## src/rtl/ldst_pkg.sv

```systemverilog
package ldst_pkg;
  localparam int XLEN      = 32;
  localparam int NREGS     = 32;
  localparam int REG_IDX_W = $clog2(NREGS);
  localparam int LANES     = XLEN / 8;

  typedef enum logic [1:0] {SZ_BYTE, SZ_HALF, SZ_WORD} sizeT;

  typedef struct packed {
    logic                 legal;
    logic                 isStore;
    logic                 useEp;
    sizeT                 size;
    logic [REG_IDX_W-1:0] dataReg;
    logic [REG_IDX_W-1:0] baseReg;
    logic [XLEN-1:0]      offset;
  } decT;

  typedef struct packed {
    logic latchInstr;
    logic captureRead;
    logic writeBack;
  } strobeT;

  typedef enum logic [1:0] {ST_IDLE, ST_ACCESS, ST_WB} stateT;
endpackage

```

## src/rtl/ldst_decode.sv

```systemverilog
module ldst_decode
  import ldst_pkg::*;
(
  input  logic [31:0] word,
  output decT         dec
);
  always_comb begin
    dec         = '0;
    dec.dataReg = word[15:11];
    dec.baseReg = word[4:0];
    case (word[10:7])
      4'b0110, 4'b0111: begin
        dec.legal   = 1'b1;
        dec.useEp   = 1'b1;
        dec.isStore = word[7];
        dec.size    = SZ_BYTE;
        dec.offset  = {25'd0, word[6:0]};
      end
      4'b1000, 4'b1001: begin
        dec.legal   = 1'b1;
        dec.useEp   = 1'b1;
        dec.isStore = word[7];
        dec.size    = SZ_HALF;
        dec.offset  = {24'd0, word[6:0], 1'b0};
      end
      4'b1010: begin
        dec.legal   = 1'b1;
        dec.useEp   = 1'b1;
        dec.isStore = word[0];
        dec.size    = SZ_WORD;
        dec.offset  = {24'd0, word[6:1], 2'b00};
      end
      4'b1110: begin
        dec.legal   = 1'b1;
        dec.isStore = word[6];
        if (!word[5]) begin
          dec.size   = SZ_BYTE;
          dec.offset = {{16{word[31]}}, word[31:16]};
        end else begin
          dec.size   = word[16] ? SZ_WORD : SZ_HALF;
          dec.offset = {{16{word[31]}}, word[31:17], 1'b0};
        end
      end
      default: dec.legal = 1'b0;
    endcase
  end
endmodule

```

## src/rtl/ldst_ctrl.sv

```systemverilog
module ldst_ctrl
  import ldst_pkg::*;
(
  input  logic   clk,
  input  logic   rstN,
  input  logic   instrValid,
  input  logic   decLegal,
  input  logic   decStore,
  input  logic   memReady,
  output logic   busy,
  output logic   memValid,
  output logic   illegal,
  output strobeT strobe
);
  stateT state;
  logic  storeOp;
  logic  accept;

  assign accept   = instrValid && (state == ST_IDLE);
  assign busy     = (state != ST_IDLE);
  assign memValid = (state == ST_ACCESS);

  always_comb begin
    strobe             = '0;
    strobe.latchInstr  = accept && decLegal;
    strobe.captureRead = (state == ST_ACCESS) && memReady && !storeOp;
    strobe.writeBack   = (state == ST_WB);
  end

  always_ff @(posedge clk or negedge rstN) begin
    if (!rstN) begin
      state   <= ST_IDLE;
      storeOp <= 1'b0;
      illegal <= 1'b0;
    end else begin
      illegal <= accept && !decLegal;
      case (state)
        ST_IDLE: if (accept && decLegal) begin
          state   <= ST_ACCESS;
          storeOp <= decStore;
        end
        ST_ACCESS: if (memReady) state <= storeOp ? ST_IDLE : ST_WB;
        ST_WB:     state <= ST_IDLE;
        default:   state <= ST_IDLE;
      endcase
    end
  end
endmodule

```

## src/rtl/ldst_datapath.sv

```systemverilog
module ldst_datapath
  import ldst_pkg::*;
(
  input  logic             clk,
  input  logic             rstN,
  input  strobeT           strobe,
  input  decT              dec,
  input  logic [XLEN-1:0]  epReg,
  input  logic [XLEN-1:0]  memRdata,
  output logic [XLEN-1:0]  memAddr,
  output logic [LANES-1:0] memByteEn,
  output logic [XLEN-1:0]  memWdata,
  output logic             memWrite
);
  decT             cur;
  logic [XLEN-1:0] regFile [NREGS];
  logic [XLEN-1:0] baseVal;
  logic [XLEN-1:0] srcVal;
  logic [XLEN-1:0] effAddr;
  logic [XLEN-1:0] loadVal;
  logic [XLEN-1:0] loadBuf;
  logic [7:0]      laneByte;
  logic [15:0]     laneHalf;

  assign baseVal  = (cur.baseReg == '0) ? '0 : regFile[cur.baseReg];
  assign srcVal   = regFile[cur.dataReg];
  assign effAddr  = (cur.useEp ? epReg : baseVal) + cur.offset;
  assign memAddr  = effAddr;
  assign memWrite = cur.isStore && cur.legal;

  for (genvar l = 0; l < LANES; l++) begin : g_lane
    assign memByteEn[l] = (cur.size == SZ_WORD) ||
                          ((cur.size == SZ_HALF) && (effAddr[1] == 1'((l / 2)))) ||
                          ((cur.size == SZ_BYTE) && (effAddr[1:0] == 2'(l)));
  end

  always_comb begin
    case (cur.size)
      SZ_BYTE: memWdata = {LANES{srcVal[7:0]}};
      SZ_HALF: memWdata = {(LANES / 2){srcVal[15:0]}};
      default: memWdata = srcVal;
    endcase
  end

  always_comb begin
    laneByte = memRdata[{effAddr[1:0], 3'b000} +: 8];
    laneHalf = effAddr[1] ? memRdata[31:16] : memRdata[15:0];
    case (cur.size)
      SZ_BYTE: loadVal = {{(XLEN - 8){laneByte[7]}}, laneByte};
      SZ_HALF: loadVal = {{(XLEN - 16){laneHalf[15]}}, laneHalf};
      default: loadVal = memRdata;
    endcase
  end

  always_ff @(posedge clk or negedge rstN) begin
    if (!rstN) begin
      cur     <= '0;
      loadBuf <= '0;
    end else begin
      if (strobe.latchInstr)  cur     <= dec;
      if (strobe.captureRead) loadBuf <= loadVal;
    end
  end

  always_ff @(posedge clk or negedge rstN) begin
    if (!rstN) begin
      for (int i = 0; i < NREGS; i++) regFile[i] <= '0;
    end else if (strobe.writeBack && (cur.dataReg != '0)) begin
      regFile[cur.dataReg] <= loadBuf;
    end
  end
endmodule

```

## src/rtl/ldst_unit.sv

```systemverilog
module ldst_unit
  import ldst_pkg::*;
(
  input  logic        clk,
  input  logic        rstN,
  input  logic        instrValid,
  input  logic [31:0] instrWord,
  input  logic [31:0] epReg,
  output logic        busy,
  output logic        illegal,
  output logic        memValid,
  input  logic        memReady,
  output logic        memWrite,
  output logic [31:0] memAddr,
  output logic [3:0]  memByteEn,
  output logic [31:0] memWdata,
  input  logic [31:0] memRdata
);
  decT    dec;
  strobeT strobe;

  ldst_decode decode_i (.word(instrWord), .dec(dec));

  ldst_ctrl ctrl_i (
    .clk(clk), .rstN(rstN), .instrValid(instrValid),
    .decLegal(dec.legal), .decStore(dec.isStore), .memReady(memReady),
    .busy(busy), .memValid(memValid), .illegal(illegal), .strobe(strobe)
  );

  ldst_datapath datapath_i (
    .clk(clk), .rstN(rstN), .strobe(strobe), .dec(dec), .epReg(epReg),
    .memRdata(memRdata), .memAddr(memAddr), .memByteEn(memByteEn),
    .memWdata(memWdata), .memWrite(memWrite)
  );
endmodule

```

## config.mk

```make
export PLATFORM = sky130hd
export DESIGN_NAME = ldst_unit
export DESIGN_NICKNAME = d
export VERILOG_FILES = /design/src/rtl/ldst_pkg.sv /design/src/rtl/ldst_decode.sv /design/src/rtl/ldst_ctrl.sv /design/src/rtl/ldst_datapath.sv /design/src/rtl/ldst_unit.sv
export SDC_FILE = /design/constraint.sdc
export NUM_CORES = 2
export LEC_CHECK = 0
export BUFFER_PORTS_ARGS = -buffer_cell sky130_fd_sc_hd__buf_2
export CAP_MARGIN = 15
export CELL_PAD_IN_SITES_DETAIL_PLACEMENT = 0
export CELL_PAD_IN_SITES_GLOBAL_PLACEMENT = 1
export CORE_ASPECT_RATIO = 1.1
export CORE_MARGIN = 10
export CORE_UTILIZATION = 45
export CTS_CLUSTER_SIZE = 24
export DETAILED_ROUTE_END_ITERATION = 7
export GPL_ROUTABILITY_DRIVEN = 0
export HOLD_SLACK_MARGIN = 0.12
export MAX_ROUTING_LAYER = met4
export PLACE_DENSITY = 0.74
export SYNTH_ARGS = -nofsm -noshare
export SYNTH_HDL_FRONTEND = slang
export SYNTH_SLANG_ARGS = --single-unit
```

## constraint.sdc

```tcl
create_clock -name clk -period 4.15 [get_ports clk]
set_input_delay 0.2075 -clock clk [delete_from_list [all_inputs] [get_ports clk]]
set_output_delay 0.2075 -clock clk [all_outputs]
set_load 0.1 [all_outputs]
```

# After elaboration in Yosys (flattened, before gate mapping)
# Cells that the tools add are included.
dict set report totals {
  in_bits 100
  out_inout_bits 72
  reg_bits 1107
  elab_cells 127
}
dict set report classes {
  bitwise 3
  shifts 1
  add_sub_neg 1
  muxes 26
  n_reduce_logical 35
  magnitude_cmp 3
  eq_ne 15
}
# cell count
set ops {}
lappend ops {{1024-bit bitwise mux} 1}
lappend ops {{32-bit binary-select mux with 5-bit select} 2}
lappend ops {{32-bit 2-to-1 mux} 7}
lappend ops {{32-bit demux with 5-bit select} 1}
lappend ops {{32-bit one-hot mux with 2 select lines} 2}
lappend ops {{32-bit one-hot mux with 4 select lines} 1}
lappend ops {{32-bit adder} 1}
lappend ops {{32-bit by 6-bit indexed part select with 8-bit output} 1}
lappend ops {{4-bit equality test, second input constant} 4}
lappend ops {{16-bit 2-to-1 mux} 1}
lappend ops {{1-bit logical AND} 14}
lappend ops {{6-bit >= comparator, second input constant} 2}
lappend ops {{5-bit inverter with 6-bit output} 2}
lappend ops {{2-bit 2-to-1 mux} 5}
lappend ops {{2-bit equality test, second input constant} 4}
lappend ops {{4-bit by 3-bit equality test with 1-bit output, second input constant} 2}
lappend ops {{2-bit by 1-bit equality test with 1-bit output, second input constant} 3}
lappend ops {{2-bit zero test} 3}
lappend ops {{1-bit logical OR} 6}
lappend ops {{6-bit by 1-bit less-than comparator with 1-bit output, second input constant} 1}
lappend ops {{2-bit one-hot mux with 3 select lines} 1}
lappend ops {{6-bit OR reduction} 1}
lappend ops {{5-bit zero test} 1}
lappend ops {{5-bit nonzero test} 1}
lappend ops {{other kinds (11)} 17}

# Logic depth before layout (Yosys ltp)
dict set report depth {
  depth_word 11
  mapped_depth 20
  mapped_depth_nobuf 15
}

# By module
# Synthesis repeated with hierarchy kept, for this count alone.
dict set report unflattened {
  cells_unflattened 4165
  hier_area_um2 60065.1
}
# module area_per_inst_um2 seq_area_each_um2 cells_each instances
set by_module_without_submodules {}
lappend by_module_without_submodules {ldst_datapath 59333.2 27601.5 4078 1}
lappend by_module_without_submodules {ldst_decode 533.0 0.0 72 1}
lappend by_module_without_submodules {ldst_ctrl 198.9 100.1 15 1}

# Least setup slack after synthesis
# No wires, ideal clock.
dict set report synth_timing {
  path_type {reg-to-output}
  from {register datapath_i.cur[32] (netlist name)}
  to {output memByteEn[3]}
  path_slack_ps -1970
  n_path_buf 4
  arrival_ps 5913
  path_stages_with_launch 14
  required_time_ps 3943
  path_cell_list {dfrtp_1 -> buf_6 -> buf_2 -> mux4_2 -> mux4_2 -> nand2_1 -> o21ai_0 -> a22o_1 -> ha_1 -> fa_1 -> buf_2 -> clkbuf_1 -> o21ai_0 -> mux2i_1}
}
dict set report synth_via {
  elab_chain_len 10
  word_cells_on_any_way 13
  cone_classes {add/sub: 1; eq/ne: 1; mux: 5; bitwise: 1; reduce/logical: 5}
}
# element line
set synth_lines {}
lappend synth_lines {{start, declared} ldst_datapath.sv:15} ;# decT cur;
lappend synth_lines {{start signal, assigned} ldst_datapath.sv:57} ;# cur <= '0;
lappend synth_lines {{start signal, assigned} ldst_datapath.sv:60} ;# if (strobe.latchInstr) cur <= dec;
lappend synth_lines {{5-bit inverter with 6-bit output (not written as such)} ldst_datapath.sv:25} ;# assign baseVal = (cur.baseReg == '0) ? '0 : regFile[cur.baseReg];
lappend synth_lines {{32-bit binary-select mux with 5-bit select} ldst_datapath.sv:25}
lappend synth_lines {{32-bit 2-to-1 mux (not written as such) (2 in series)} ldst_datapath.sv:25}
lappend synth_lines {{32-bit 2-to-1 mux *} ldst_datapath.sv:25}
lappend synth_lines {{32-bit 2-to-1 mux *} ldst_datapath.sv:27} ;# assign effAddr = (cur.useEp ? epReg : baseVal) + cur.offset;
lappend synth_lines {{32-bit adder *} ldst_datapath.sv:27}
lappend synth_lines {{named net memAddr[1]} ldst_unit.sv:14} ;# output logic [31:0] memAddr,
lappend synth_lines {{2-bit equality test / 1-bit logical AND (equally long branches)} {ldst_datapath.sv:34, ldst_datapath.sv:33}}
lappend synth_lines {{1-bit logical AND / 1-bit logical OR (equally long branches)} {ldst_datapath.sv:34, ldst_datapath.sv:32}}
lappend synth_lines {{1-bit logical OR *} ldst_datapath.sv:33} ;# ((cur.size == SZ_HALF) && (effAddr[1] == 1'((l / 2)))) ||
lappend synth_lines {{end, declared} ldst_unit.sv:15} ;# output logic [3:0] memByteEn,
# The timed path passes the listed nets; every way through them passes the cells marked *. The select of a mux whose other input is x is not followed.

# Worst setup path after layout
dict set report layout_timing {
  from {register datapath_i.cur[32] (netlist name)}
  to {output memAddr[31]}
}
dict set report layout_via {
  elab_chain_len 7
  word_cells_on_any_way 8
  cone_classes {add/sub: 1; mux: 5; bitwise: 1; reduce/logical: 1}
}
# element line
set layout_lines {}
lappend layout_lines {{5-bit inverter with 6-bit output (not written as such)} ldst_datapath.sv:25}
lappend layout_lines {{32-bit binary-select mux with 5-bit select} ldst_datapath.sv:25}
lappend layout_lines {{32-bit 2-to-1 mux (not written as such) (2 in series)} ldst_datapath.sv:25}
lappend layout_lines {{32-bit 2-to-1 mux *} ldst_datapath.sv:25}
lappend layout_lines {{32-bit 2-to-1 mux *} ldst_datapath.sv:27}
lappend layout_lines {{32-bit adder *} ldst_datapath.sv:27}
lappend layout_lines {{end, declared} ldst_unit.sv:14}
# Mark *: on every way between the ends. The rest lies on a longest branch, timed or not. The select of a mux whose other input is x is not followed.

==> summary.md <==
| Metric | Value |
|---|---|
| Die Footprint | 0.1465 sq mm |
| YS warnings | 0 |
| Max stage delay cell, worst path | dfrtp_4 |
| Clock-pin slew on the worst setup and hold paths | 60 ps |
| Top cell type's share of synthesized area | 46.12% |
| TritonCTS buffer count | 117 |
| First-pass GRT wire length | 306700 microns |
| Synth area leaders | dfrtp_1, mux2_2, mux4_2 |
| Max cap viols | 0 |
| Area occupied by multi-input gates | 0.03185 sq mm |
| Fin crit period | 5395 ps |
| Status | complete, but fails checks |
| Routed vias | 41990 |
| DRT iter0 DRCs | 4262 |
| Synthesized net count | 4270 |
| Final setup margin | -1245 ps |
| Fin util | 56.48% |
| Largest net degree at the start of global routing | 98 |
| Yosys reg bits | 1091 |
| Pwr Density | 606.0 mW/mm^2 |
| Initial antenna violation count | 3 |
| Sw power | 0.01732 W |
| Critical path required time | 3940 ps |
| Sw Share | 38.76% |
| Max-slew headroom | 19.61% |
| Core footprint | 0.1306 sq mm |
| Async S/R FF share, synth | 100.0% |
| Distinct cells, synth | 70 |
| Synth Flop Type | dfrtp_1 |
| Worst Path Buf+Inv | 7 |
| Post-synth EDFFs | 0 |
| Cell Area, Placed | 0.06619 sq mm |
| Flop pwr share | 32.6% |
| R2r worst-path depth | 19 |
| Most common cell after layout, fill and taps aside | dfrtp_1 |
| Worst Hold Class | input port to asynchronous set/reset pin |
| R2r setup slk | -300 ps |
| CP endpoint kind | output port |
| Cell-internal power | 0.02737 W |
| DRC | 0 |
| Clock Latency Late Sink | 730 ps |
| CTS tree | built |
| Clk buf depth | 3 |
| Setup Crit Path Kind | register to output port |
| Vias in the first global route | 43140 |
| Antenna Nets Post-Route | 0 |
| Num ports | 172 |
| Seq/Total Area, Yosys | 46.12% |
| Reg area | 0.02734 sq mm |
| Top cell by count, worst path | buf_4 |
| DR pass1 iterations | 6 |
| Starting Density | 45.33% |
| Reg2reg start | datapath_i.cur[32] |
| Synth Cell Area | 0.05920 sq mm |
| Sequence of cells on the critical path | buf_4, clkbuf_16, buf_4, mux4_2, mux2_2, a22o_1, nor3_4, o21ai_4, ha_4, a21oi_4, a2111oi_4, buf_4, nor2_4, a22oi_2, buf_6, a31oi_4, o31ai_2, buf_4, xnor2_4, buf_12 |
| Syn_area_per_cell | 14.31 sq um |
| Die width | 365.8 microns |
| Cell area after layout | 0.07376 sq mm |
| Slowest stage delay, CP | 530 ps |
| Final setup vio count | 60 |
| Total gr overflow | 0 |
| CP startpoint kind | register |
| Final hold slack | 187.5 ps |
| Failing checks | setup timing |
| Worst R2R End | datapath_i.loadBuf[15] |
| Placed cell count | 6090 |
| CP max FO | 4 |
| Leakage Power | 33.57 nW |
| CTS H-Tree Depth | 3 |
| Row cnt | 139 |
| Max Clk Rate | 185.4 MHz |
| Die Span Y | 400.4 microns |
| Levels on crit path | 20 |
| Fraction of layout cells with a size suffix above 1 | 57.90% |
| Hpwl dp | 135200 microns |
| Wire per inst | 32.55 microns |
| Mapped Cells | 4137 |
| Worst-Margin Slew | 1206 ps |
| RSZ-0062 raised after global routing | yes |
| Total wire length | 211300 microns |
| Most frequent cells in the layout | dfrtp_1, mux2_2, mux4_2, buf_4, nand2_1 |
| Yosys top cell by area | dfrtp_1 |
| VDD IR-drop max | 0.0004979 V |
| Top delay family on crit path | compound AO/OA/AOI/OAI gates |
| Combinational Power Share | 42.6% |
| GRT Resource Usage Total | 28.97% |
| Number of fill cells | 10390 |
| Final nets | 4761 |
| CP Data Arrival Time | 5190 ps |
| Final worst-path cycle share | 130.0% |
| Clock Sinks | 1091 |
| Worst Skew | 32.67 ps |
| CTS root buffer | clkbuf_16 |
| Number of hold violations in the final report | 0 |
| # port buffers | 171 |
| Fin. max-slew vios | 0 |
| Layout area overhead | 24.60% |
| Via density | 6.467 |
| Clk network pwr share | 24.8% |
| Non-Filler Instances | 6493 |
[power groups by stage]
stage,Clock [W],Sequential (W),Combinational [W]
after floorplan,0,0.0134,0.0115
after global placement,0,0.0149,0.0167
after detailed placement,0,0.0150,0.0168
after CTS,0.0112,0.0148,0.0181
after global routing,0.0116,0.0149,0.0198
final,0.0111,0.0146,0.0191
[kinds of logic (layout without fill, tap and decap cells)]
group                    after synthesis  in the layout  synth area share [%]
other                                  0              4                     0
buffers and inverters                476           1066                 3.623
AO/OA/AOI/OAI                        507            507                 6.015
XOR/XNOR                              30             30                0.4438
AND/OR/NAND/NOR                      386            386                 3.050
adder cells (fa/ha/maj)               33             33                0.7101
multiplexers                        1614           1614                 40.04
flip-flops                          1091           1091                 46.12
[worst register-to-register path: stages, from the launching register on]
cell	delay (ps)
dfrtp_4	470
buf_12	160
clkbuf_16	160
mux4_2	480
mux2_2	290
a22o_4	250
nor3_4	260
o21ai_2	150
fa_2	580
buf_12	150
buf_6	120
mux2_4	300
nand2_2	60
o21ai_2	70
a31oi_4	200
inv_2	80
a31oi_4	220
buf_12	160
buf_12	120
a21oi_2	50
[repair_timing]
item	CTS	global route
hold endpoints to repair	139	0
setup endpoints to repair	82	73
cloned	7	3
resized for setup	193	128
setup buffers	59	42
hold buffers	81	0
pin swaps	55	43
[area by class of cell]
type | instances | area share [%]
multi-input combinational | 2570 | 43.18
sequential | 1091 | 37.06
timing repair buffer | 829 | 11.16
clock buffer | 162 | 4.553
tap | 1762 | 2.989
clock inverter | 56 | 0.9414
inverter | 19 | 0.1069
antenna | 4 | 0.01357
[routing by layer]
| metal | global-route usage (%) | vias to the layer above | part of all wire (%) |
|---|---|---|---|
| met4 | 12.89 | 0 | 5.2 |
| li1 | - | 16970 | - |
| met5 | - | - | 0 |
| met2 | 45.25 | 1947 | 48 |
| met3 | 5.447 | 498 | 8.3 |
| met1 | 36.71 | 22570 | 39 |
[synthesized netlist by cell type, types with 19 or more instances]
master,count
a21oi_1,108
a221oi_1,39
a22o_1,57
a22oi_1,75
a31oi_1,22
buf_1,49
buf_2,109
buf_4,37
clkbuf_1,251
dfrtp_1,1091
ha_1,32
mux2_2,1013
mux2i_1,89
mux4_2,501
nand2_1,169
nand3_1,28
nor2_1,87
nor3_1,22
o21ai_0,56
o221ai_1,28
o22ai_1,29
xor2_1,19
[state kept, by name, summed over array words and instances, names as in the netlist]
| register | cells |
|---|---|
| ctrl_i.illegal | 1 |
| ctrl_i.state | 2 |
| ctrl_i.storeOp | 1 |
| datapath_i.cur | 31 |
| datapath_i.loadBuf | 32 |
| datapath_i.regFile | 1024 |
[stage by stage]
| step | total power, W | setup TNS, ps | setup slack, ps |
|---|---|---|---|
| after CTS | 0.04399 | -36280 | -1265 |
| after global placement | 0.03152 | -27850 | -839.1 |
| after floorplan | 0.02484 | -18000 | -574.3 |
| after detailed placement | 0.03176 | -28490 | -884.6 |
| final | 0.04470 | -35160 | -1245 |
| after global routing | 0.04627 | -40320 | -1368 |
[worst max path at each step]
stage / slack, ps / from / end
after floorplan: -570 / datapath_i.cur[32] / memAddr[14]
after global routing: -1370 / datapath_i.cur[32] / memAddr[31]
after detailed placement: -880 / datapath_i.cur[33] / memAddr[31]
final: -1240 / datapath_i.cur[32] / memAddr[31]
after global placement: -840 / datapath_i.cur[33] / memAddr[31]
after CTS: -1260 / datapath_i.cur[32] / memAddr[28]
Power figures use the tool's default switching activity.
